**src/rtl/spi_byte_master_pkg.sv**
```systemverilog
package spi_byte_master_pkg;
  localparam int unsigned ADDR_W = 3;
  localparam logic [ADDR_W-1:0] A_CTRL = 3'd0;
  localparam logic [ADDR_W-1:0] A_IEN  = 3'd1;
  localparam logic [ADDR_W-1:0] A_DIV  = 3'd2;
  localparam logic [ADDR_W-1:0] A_DATA = 3'd3;
  localparam logic [ADDR_W-1:0] A_STAT = 3'd4;

  localparam int unsigned C_CPOL = 0;
  localparam int unsigned C_LSB  = 1;
  localparam int unsigned C_TXEN = 2;
  localparam int unsigned C_RXEN = 3;
  localparam int unsigned C_SEL  = 4;
  localparam int unsigned CTRL_W = 5;

  typedef enum logic [1:0] {ST_IDLE, ST_RUN, ST_END} eng_state_e;

  typedef struct packed {
    logic rxf;
    logic done;
    logic ovr;
    logic txe;
  } flags_t;
endpackage

```
**src/rtl/spi_clk_div.sv**
```systemverilog
module spi_clk_div #(
  parameter int unsigned DIV_W = 8
) (
  input  logic             clk_i,
  input  logic             rst_ni,
  input  logic             run_i,
  input  logic [DIV_W-1:0] div_i,
  output logic             tick_o
);
  logic [DIV_W-3:0] step, step_eff;
  logic [DIV_W-1:0] half, cnt_q;

  assign step     = div_i[DIV_W-1:2];
  assign step_eff = (step == '0) ? {{(DIV_W-3){1'b0}}, 1'b1} : step;
  assign half     = {1'b0, step_eff, 1'b0};
  assign tick_o   = run_i && (cnt_q == half - 1'b1);

  always_ff @(posedge clk_i or negedge rst_ni) begin
    if (!rst_ni)     cnt_q <= '0;
    else if (!run_i) cnt_q <= '0;
    else if (tick_o) cnt_q <= '0;
    else             cnt_q <= cnt_q + 1'b1;
  end
endmodule

```
**src/rtl/spi_shift_eng.sv**
```systemverilog
module spi_shift_eng
  import spi_byte_master_pkg::*;
#(
  parameter int unsigned DATA_W = 8
) (
  input  logic              clk_i,
  input  logic              rst_ni,
  input  logic              start_i,
  input  logic              tx_en_i,
  input  logic              tick_i,
  input  logic              cpol_i,
  input  logic              lsb_i,
  input  logic              sel_i,
  input  logic [DATA_W-1:0] tx_byte_i,
  input  logic              miso_i,
  output logic              busy_o,
  output logic              done_o,
  output logic [DATA_W-1:0] rx_byte_o,
  output logic              sclk_o,
  output logic              mosi_o,
  output logic              sel_n_o
);
  localparam int unsigned EDGES  = 2 * DATA_W;
  localparam int unsigned EDGE_W = $clog2(EDGES);
  localparam logic [EDGE_W-1:0] LAST_EDGE = EDGE_W'(EDGES - 1);

  eng_state_e        state_q;
  logic [EDGE_W-1:0] edge_q;
  logic [DATA_W-1:0] tx_sh_q, rx_sh_q;
  logic              sclk_q, lsb_q, sel_q, mosi_q, done_q;

  always_ff @(posedge clk_i or negedge rst_ni) begin
    if (!rst_ni) begin
      state_q <= ST_IDLE;
      edge_q  <= '0;
      tx_sh_q <= '0;
      rx_sh_q <= '0;
      sclk_q  <= 1'b0;
      lsb_q   <= 1'b0;
      sel_q   <= 1'b0;
      mosi_q  <= 1'b0;
      done_q  <= 1'b0;
    end else begin
      done_q <= 1'b0;
      if (!tx_en_i) begin
        state_q <= ST_IDLE;  // abandon the byte, clock parks
      end else begin
        case (state_q)
          ST_IDLE: if (start_i) begin
            state_q <= ST_RUN;
            edge_q  <= '0;
            tx_sh_q <= tx_byte_i;
            sclk_q  <= cpol_i;
            lsb_q   <= lsb_i;
            sel_q   <= sel_i;
          end
          ST_RUN: if (tick_i) begin
            sclk_q <= ~sclk_q;
            if (!edge_q[0]) begin  // leading edge: drive
              mosi_o_drive(tx_sh_q, lsb_q);
            end else begin         // trailing edge: sample
              rx_sh_q <= lsb_q ? {miso_i, rx_sh_q[DATA_W-1:1]}
                               : {rx_sh_q[DATA_W-2:0], miso_i};
            end
            if (edge_q == LAST_EDGE) state_q <= ST_END;
            edge_q <= edge_q + 1'b1;
          end
          ST_END: if (tick_i) begin
            state_q <= ST_IDLE;
            done_q  <= 1'b1;
          end
          default: state_q <= ST_IDLE;
        endcase
      end
    end
  end

  task automatic mosi_o_drive(input logic [DATA_W-1:0] sh, input logic lsb);
    mosi_q  <= lsb ? sh[0] : sh[DATA_W-1];
    tx_sh_q <= lsb ? (sh >> 1) : (sh << 1);
  endtask

  assign busy_o    = (state_q != ST_IDLE);
  assign done_o    = done_q;
  assign rx_byte_o = rx_sh_q;
  assign sclk_o    = (busy_o && tx_en_i) ? sclk_q : cpol_i;
  assign mosi_o    = mosi_q;
  assign sel_n_o   = !(busy_o && sel_q);
endmodule

```
**src/rtl/spi_byte_master.sv**
```systemverilog
module spi_byte_master
  import spi_byte_master_pkg::*;
#(
  parameter int unsigned DATA_W = 8,
  parameter int unsigned DIV_W  = 8,
  parameter logic [DIV_W-1:0] DIV_RST = DIV_W'(4)
) (
  input  logic              clk_i,
  input  logic              rst_ni,
  input  logic [ADDR_W-1:0] addr_i,
  input  logic              wr_en_i,
  input  logic              rd_en_i,
  input  logic [DATA_W-1:0] wdata_i,
  output logic [DATA_W-1:0] rdata_o,
  output logic              irq_o,
  output logic              sclk_o,
  output logic              mosi_o,
  input  logic              miso_i,
  output logic              sel_n_o
);
  logic [CTRL_W-1:0] ctrl_q;
  logic [3:0]        ien_q;
  logic [DIV_W-1:0]  div_q;
  logic [DATA_W-1:0] tx_hold_q, rx_buf_q, rx_byte;
  logic              tx_full_q, rx_unread_q;
  flags_t            flags_q, flags_set;
  logic              busy, eng_done, tick, start;
  logic              wr_ctrl, wr_ien, wr_div, wr_data, rd_data, rd_stat, rx_take;

  assign wr_ctrl = wr_en_i && addr_i == A_CTRL;
  assign wr_ien  = wr_en_i && addr_i == A_IEN;
  assign wr_div  = wr_en_i && addr_i == A_DIV;
  assign wr_data = wr_en_i && addr_i == A_DATA;
  assign rd_data = rd_en_i && addr_i == A_DATA;
  assign rd_stat = rd_en_i && addr_i == A_STAT;

  assign start   = !busy && tx_full_q && ctrl_q[C_TXEN];
  assign rx_take = eng_done && ctrl_q[C_RXEN];

  always_comb begin
    flags_set      = '0;
    flags_set.txe  = start;
    flags_set.done = eng_done;
    flags_set.rxf  = rx_take;
    flags_set.ovr  = rx_take && rx_unread_q && !rd_data;
  end

  always_ff @(posedge clk_i or negedge rst_ni) begin
    if (!rst_ni) begin
      ctrl_q      <= '0;
      ien_q       <= '0;
      div_q       <= DIV_RST;
      tx_hold_q   <= '0;
      tx_full_q   <= 1'b0;
      rx_buf_q    <= '0;
      rx_unread_q <= 1'b0;
      flags_q     <= '0;
    end else begin
      if (wr_ctrl) ctrl_q <= wdata_i[CTRL_W-1:0];
      if (wr_ien)  ien_q  <= wdata_i[3:0];
      if (wr_div)  div_q  <= wdata_i[DIV_W-1:0];
      if (wr_data) begin
        tx_hold_q <= wdata_i;
        tx_full_q <= 1'b1;
      end else if (start) begin
        tx_full_q <= 1'b0;
      end
      if (rx_take) begin
        rx_buf_q    <= rx_byte;
        rx_unread_q <= 1'b1;
      end else if (rd_data) begin
        rx_unread_q <= 1'b0;
      end
      flags_q <= (rd_stat ? flags_t'('0) : flags_q) | flags_set;
    end
  end

  always_comb begin
    case (addr_i)
      A_CTRL:  rdata_o = DATA_W'(ctrl_q);
      A_IEN:   rdata_o = DATA_W'(ien_q);
      A_DIV:   rdata_o = DATA_W'(div_q);
      A_DATA:  rdata_o = rx_buf_q;
      A_STAT:  rdata_o = DATA_W'(flags_q);
      default: rdata_o = '0;
    endcase
  end

  assign irq_o = |(flags_q & ien_q);

  spi_clk_div #(.DIV_W(DIV_W)) u_div (
    .clk_i  (clk_i),
    .rst_ni (rst_ni),
    .run_i  (busy && ctrl_q[C_TXEN]),
    .div_i  (div_q),
    .tick_o (tick)
  );

  spi_shift_eng #(.DATA_W(DATA_W)) u_eng (
    .clk_i     (clk_i),
    .rst_ni    (rst_ni),
    .start_i   (start),
    .tx_en_i   (ctrl_q[C_TXEN]),
    .tick_i    (tick),
    .cpol_i    (ctrl_q[C_CPOL]),
    .lsb_i     (ctrl_q[C_LSB]),
    .sel_i     (ctrl_q[C_SEL]),
    .tx_byte_i (tx_hold_q),
    .miso_i    (miso_i),
    .busy_o    (busy),
    .done_o    (eng_done),
    .rx_byte_o (rx_byte),
    .sclk_o    (sclk_o),
    .mosi_o    (mosi_o),
    .sel_n_o   (sel_n_o)
  );
endmodule

```
**config.mk**
```make
export PLATFORM = sky130hd
export DESIGN_NAME = spi_byte_master
export DESIGN_NICKNAME = d
export VERILOG_FILES = /design/src/rtl/spi_byte_master_pkg.sv /design/src/rtl/spi_clk_div.sv /design/src/rtl/spi_shift_eng.sv /design/src/rtl/spi_byte_master.sv
export SDC_FILE = /design/constraint.sdc
export NUM_CORES = 1
export LEC_CHECK = 0
export BUFFER_PORTS_ARGS = -buffer_cell sky130_fd_sc_hd__buf_2
export CAP_MARGIN = 20
export CORE_MARGIN = 2
export CORE_UTILIZATION = 41
export CTS_CLUSTER_SIZE = 25
export DETAILED_ROUTE_END_ITERATION = 8
export PLACE_DENSITY = 0.62
export SKIP_LAST_GASP = 1
export SLEW_MARGIN = 20
export SYNTH_ARGS = -nofsm -noshare
export SYNTH_HDL_FRONTEND = slang
export SYNTH_HIERARCHICAL = 1
export SYNTH_SLANG_ARGS = --single-unit
```
**constraint.sdc**
```tcl
create_clock -name clk_i -period 5.2 [get_ports clk_i]
set_clock_uncertainty 0.05 [all_clocks]
set_input_delay 1.04 -clock clk_i [delete_from_list [all_inputs] [get_ports clk_i]]
set_output_delay 1.04 -clock clk_i [all_outputs]
set_load 0.01 [all_outputs]
```
# After elaboration in Yosys (flattened, before gate mapping)
# Cells that the tools add are included.
# W data, S select, Z words.
# classes
eq_ne,15
bitwise_logic,4
muxes,32
n_reduce_logical,31
n_addsub,3
# op_table
cell,n
$mux W8,7
$pmux W8 S5,1
$pmux W8 S2,1
$reduce_and A4 Y1,4
$logic_and A1 B1 Y1,14
$mux W4,3
$mux W1,11
$mux W2,5
$ne A3 B3 Y1 const B,3
$add A8 B1 Y8 const B,1
$eq A8 B8 Y1,1
$pmux W4 S2,1
$reduce_bool A2 Y1,4
$sub A7 B1 Y8 const B,1
$eq A3 B2 Y1 const B,2
$logic_not A6 Y1,1
$mux W6,1
$ne A2 B2 Y1 const B,3
$pmux W2 S3,1
$reduce_and A5 Y1,1
$add A4 B1 Y4 const B,1
$and A4 B4 Y4,1
$eq A4 B4 Y1 const B,1
$or A4 B4 Y4,1
other kinds (12),15
# totals
reg_bits,74
wordCells,106

# Logic depth before layout (Yosys ltp)
# depth
depth_word,8
depth_mapped,11
depth_no_buf,10

# Modules after synthesis
# The synthesis kept the hierarchy.
# modules_own_cells
mod,area_each_um2,cells_per_inst,n_inst
spi_byte_master,1818.0,138,1
spi_shift_eng,1447.6,120,1
spi_clk_div,594.3,64,1

# Worst setup path before layout
# OpenSTA, ideal clock, no wires.
# synth_timing
path_kind,reg-to-reg
startpoint,register div_q[7]
endpoint,register u_eng.tx_sh_q[0]
period_less_slack_ns,3.738
arrival_ns,3.563
slack_ns,1.462
setup_time_ns,0.125
stages_incl_launch_ff,11
t_required_ns,5.025
cell_sequence,dfrtp_1 -> or3_4 -> o31a_1 -> ha_1 -> xor2_1 -> nand3_1 -> or4b_4 -> a2111oi_4 -> nand3b_1 -> a21oi_2 -> mux2_2
# synth_between
elab_chain_cells,7
# synth_lines
item,line,rtl
start: declaration,spi_byte_master.sv:23,logic [DIV_W-1:0] div_q;
start signal: assignment,spi_byte_master.sv:61,if (wr_div) div_q <= wdata_i[DIV_W-1:0];
$logic_not A6 Y1,spi_clk_div.sv:14,"assign step_eff = (step == '0) ? {{(DIV_W-3){1'b0}}, 1'b1} : step;"
$mux W6 *,spi_clk_div.sv:14,
$sub A7 B1 Y8 *,spi_clk_div.sv:16,assign tick_o = run_i && (cnt_q == half - 1'b1);
$eq A8 B8 Y1 *,spi_clk_div.sv:16,
$logic_and A1 B1 Y1 *,spi_clk_div.sv:16,
named net tick,spi_byte_master.sv:27,"logic busy, eng_done, tick, start;"
$ne A2 B2 Y1 (no source line) *,n/a,
$reduce_and A5 Y1 (no source line) *,n/a,
end signal: assignment,spi_shift_eng.sv:52,tx_sh_q <= tx_byte_i;
end: declaration,spi_shift_eng.sv:29,"logic [DATA_W-1:0] tx_sh_q, rx_sh_q;"
# The timed path passes the listed nets; every way through them passes the cells marked *.
# A chain may end at the register's enable or synchronous reset.

# Final worst setup path
# layout_timing
startpoint,register div_q[7]
endpoint,register u_eng.tx_sh_q[2]
# Same word-level chain as after synthesis.

==> results.toml <==
[drt]
drc = 0
drt_wl_total_um = 7790
firstDrtPassIters = 4
vias = 2566
ant_nets = 0
vias_per_cell = 5.53
wire_per_inst_um = 16.8
dr.first_iter.drc_count = 153

[logic_synthesis]
netlist_area_um2 = 3860
synth_nets = 341
synthArstFlopShare = 1.00
synth.avg_cell_area_um2 = 12.0
ys_warn_count = 6
synth_seq_cells = 74
ys_seq_area_frac = 0.480
yosysTopAreaCellShare = 0.473
syn_inst = 322
ys_top_cells_by_area = "dfrtp_1 (47%), mux2_2 (21%), xnor2_1 (2.3%), nand2_1 (2.1%), nor2_1 (1.8%)"
synth_edf_count = 0
yosysTopAreaCell = "dfrtp_1"
synthFlopType = "dfrtp_1"
synth_cell_types = 53

[worst_setup_path]
endpoint_kind = "register"
reg2regPathDepth = 11
r2r_end = "u_eng/tx_sh_q[2]$_DFFE_PN0P_"
crit_type = "register to register"
crit_fanout = 14
worst-path-stages = 11
reg2reg_slack_ps = 1340
cp.required_ps = 5390
critPathLaunchType = "register"
cp_num_buf_inv = 1
slowest_delay_ps = 550
crit_arrival_ps = 4050
cpMaxStageDelayCell = "or4b_4"
timing.rr.start = "div_q[7]$_DFFE_PN0P_"
path_delay_family = "simple AND/OR/NAND/NOR gates"
crit_chain = "or3_4, o31a_1, ha_1, xor2_1, nand3_1, or4b_4, a2111oi_4, buf_4, nand3b_1, a21oi_2, mux2_2"

[place]
place.gp.congestion = 0.881
place_hpwl_um = 5400
port_buffers = 27

[hold_path]
whs_path_depth = 2
min_to = "rx_unread_q$_DFFE_PN0P_"
hold_path_class = "register to register"
min-delay-start = "rx_unread_q$_DFFE_PN0P_"

[clock_tree]
clockRootBuffer = "clkbuf_8"
cts-resized-gates = 0
cts.sinks = 74
cts_made_buffers = 9
cts_max_level = 3
cts_tree = "yes"
cts_setup_buffers = 0
clock_path_buffers = 2
cts_hold_buffers = 0
cts.clk_slew.worst_paths_ps = 80
clkLatencyLatePin_ps = 350

[global_route]
antenna_found_initial = 0
track_usage = 0.169
grt_pass1_wl_um = 13100
gr-total-overflow = 0
grt_pass1_vias = 2569
grt_max_degree = 75

[pwr]
power_uw = 1530
pwr_density_cell_nw_per_um2 = 357
ir_drop_v = 0.000169
power.leakage_uw = 0.00196

[sta]
worst_pin_slew_ps = 1160
finalSetupViolCount = 0
fmax_mhz = 259
max_slew_margin = 0.228
grt_setup_unrepaired = "false"
hold_viol_final = 0
period_needed_ps = 3860
whs_ps = 435
finalMaxSlewViolations = 0
period_share = 0.742
setup_tns_ps = 0

[floorplan]
dieWidth_um = 101
io_pins = 28
die_area_um2 = 10200
num_rows = 35
start_util = 0.420
core_um2 = 9200
die_h_um = 101

[finish]
mostFrequentLayoutCells = "mux2_2 (73), dfrtp_1 (73), buf_2 (26), nand2_1 (22), nor2_1 (19)"
drive_above_1_share = 0.377
seqCellArea_um2 = 1850
insertedDiodeCount = 0
nNetsFinal = 367
fillers = 867
area_growth_pct = 10.8
multi_input_area_um2 = 1910

[run_status]
outcome = "finished clean"

[flow_run]
maxCapViolations = 0
metal layers:
layer / share of wire / GRT usage / routed length [um] / up-vias
met5: 0 / 0 / 0 / -
met4: 0.027 / 0.0884 / 213 / 0
met3: 0.027 / 0.0319 / 210 / 14
met2: 0.47 / 0.261 / 3670 / 45
met1: 0.48 / 0.228 / 3700 / 1287
li1: - / - / - / 1220
state kept, by name, summed over array words and instances, names as in the netlist, 2 cells and up:
register,count
flags_q,4
u_div/cnt_q,8
u_eng/rx_byte_o,8
ctrl_q,5
div_q,8
u_eng/state_q,2
rx_buf_q,8
ien_q,4
tx_hold_q,8
u_eng/tx_sh_q,8
u_eng/edge_q,4
cell families (layout without fill, tap and decap cells):
family / count (synthesis) / after routing / synth area share
DFF: 74 / 74 / 0.480
muxes: 83 / 83 / 0.240
buffers and inverters: 20 / 51 / 0.0259
AOI/OAI and AO/OA: 39 / 39 / 0.0739
and+or+nand+nor: 90 / 90 / 0.141
adders and majority gates: 3 / 3 / 0.00973
xor gates and xnor gates: 13 / 13 / 0.0295
report_power, final:
group	internal [uW]	total [uW]	leakage (uW)	switching [uW]
combinational	183	306	0.000897	124
sequential	666	763	0.000966	96.9
clock	234	456	0.0000945	222
final cells by class:
type                       instances  share of cell area
multi-input combinational        228               0.446
clock inverter                     6              0.0155
timing repair buffer              29              0.0357
tap                              111              0.0325
inverter                           6             0.00526
sequential                        74               0.433
clock buffer                      10              0.0322
worst max-delay path by stage:
stage,start,endpoint,slack (ps)
after global placement,div_q[6]$_DFFE_PN0P_,u_eng/tx_sh_q[0]$_DFFE_PN0P_,1390
after CTS,div_q[7]$_DFFE_PN0P_,u_eng/tx_sh_q[2]$_DFFE_PN0P_,1320
after detailed placement,div_q[7]$_DFFE_PN0P_,u_eng/tx_sh_q[7]$_DFFE_PN0P_,1350
final,div_q[7]$_DFFE_PN0P_,u_eng/tx_sh_q[2]$_DFFE_PN0P_,1340
after floorplan,div_q[7]$_DFFE_PN0P_,u_eng/tx_sh_q[0]$_DFFE_PN0P_,1460
after global routing,div_q[7]$_DFFE_PN0P_,u_eng/tx_sh_q[2]$_DFFE_PN0P_,1170
worst register-to-register path, cell delays in order (launching register included):
cell and delay [ps]:
dfrtp_1 440, or3_4 420, o31a_1 280, ha_1 310, xor2_1 140, nand3_1 90, or4b_4 550, a2111oi_4 320
buf_4 250, nand3b_1 110, a21oi_2 420, mux2_2 390
synthesized netlist by cell type, types with 7 or more instances:
library cell	number
dfrtp_1	73
mux2_2	73
nand2_1	22
nor2_1	19
xnor2_1	10
buf_2	8
nand3_1	7
o21ai_0	7
metrics by stage:
step / cell area (um2) / setup slack (ps) / util / instances
after global routing: 4280 / 1170 / 0.465 / 464
after CTS: 4280 / 1320 / 0.465 / 464
after global placement: 4070 / 1390 / 0.443 / 448
after detailed placement: 4070 / 1350 / 0.443 / 448
after floorplan: 3860 / 1460 / - / 322
final: 4280 / 1340 / 0.465 / 464
(Power assumes the default switching activity.)
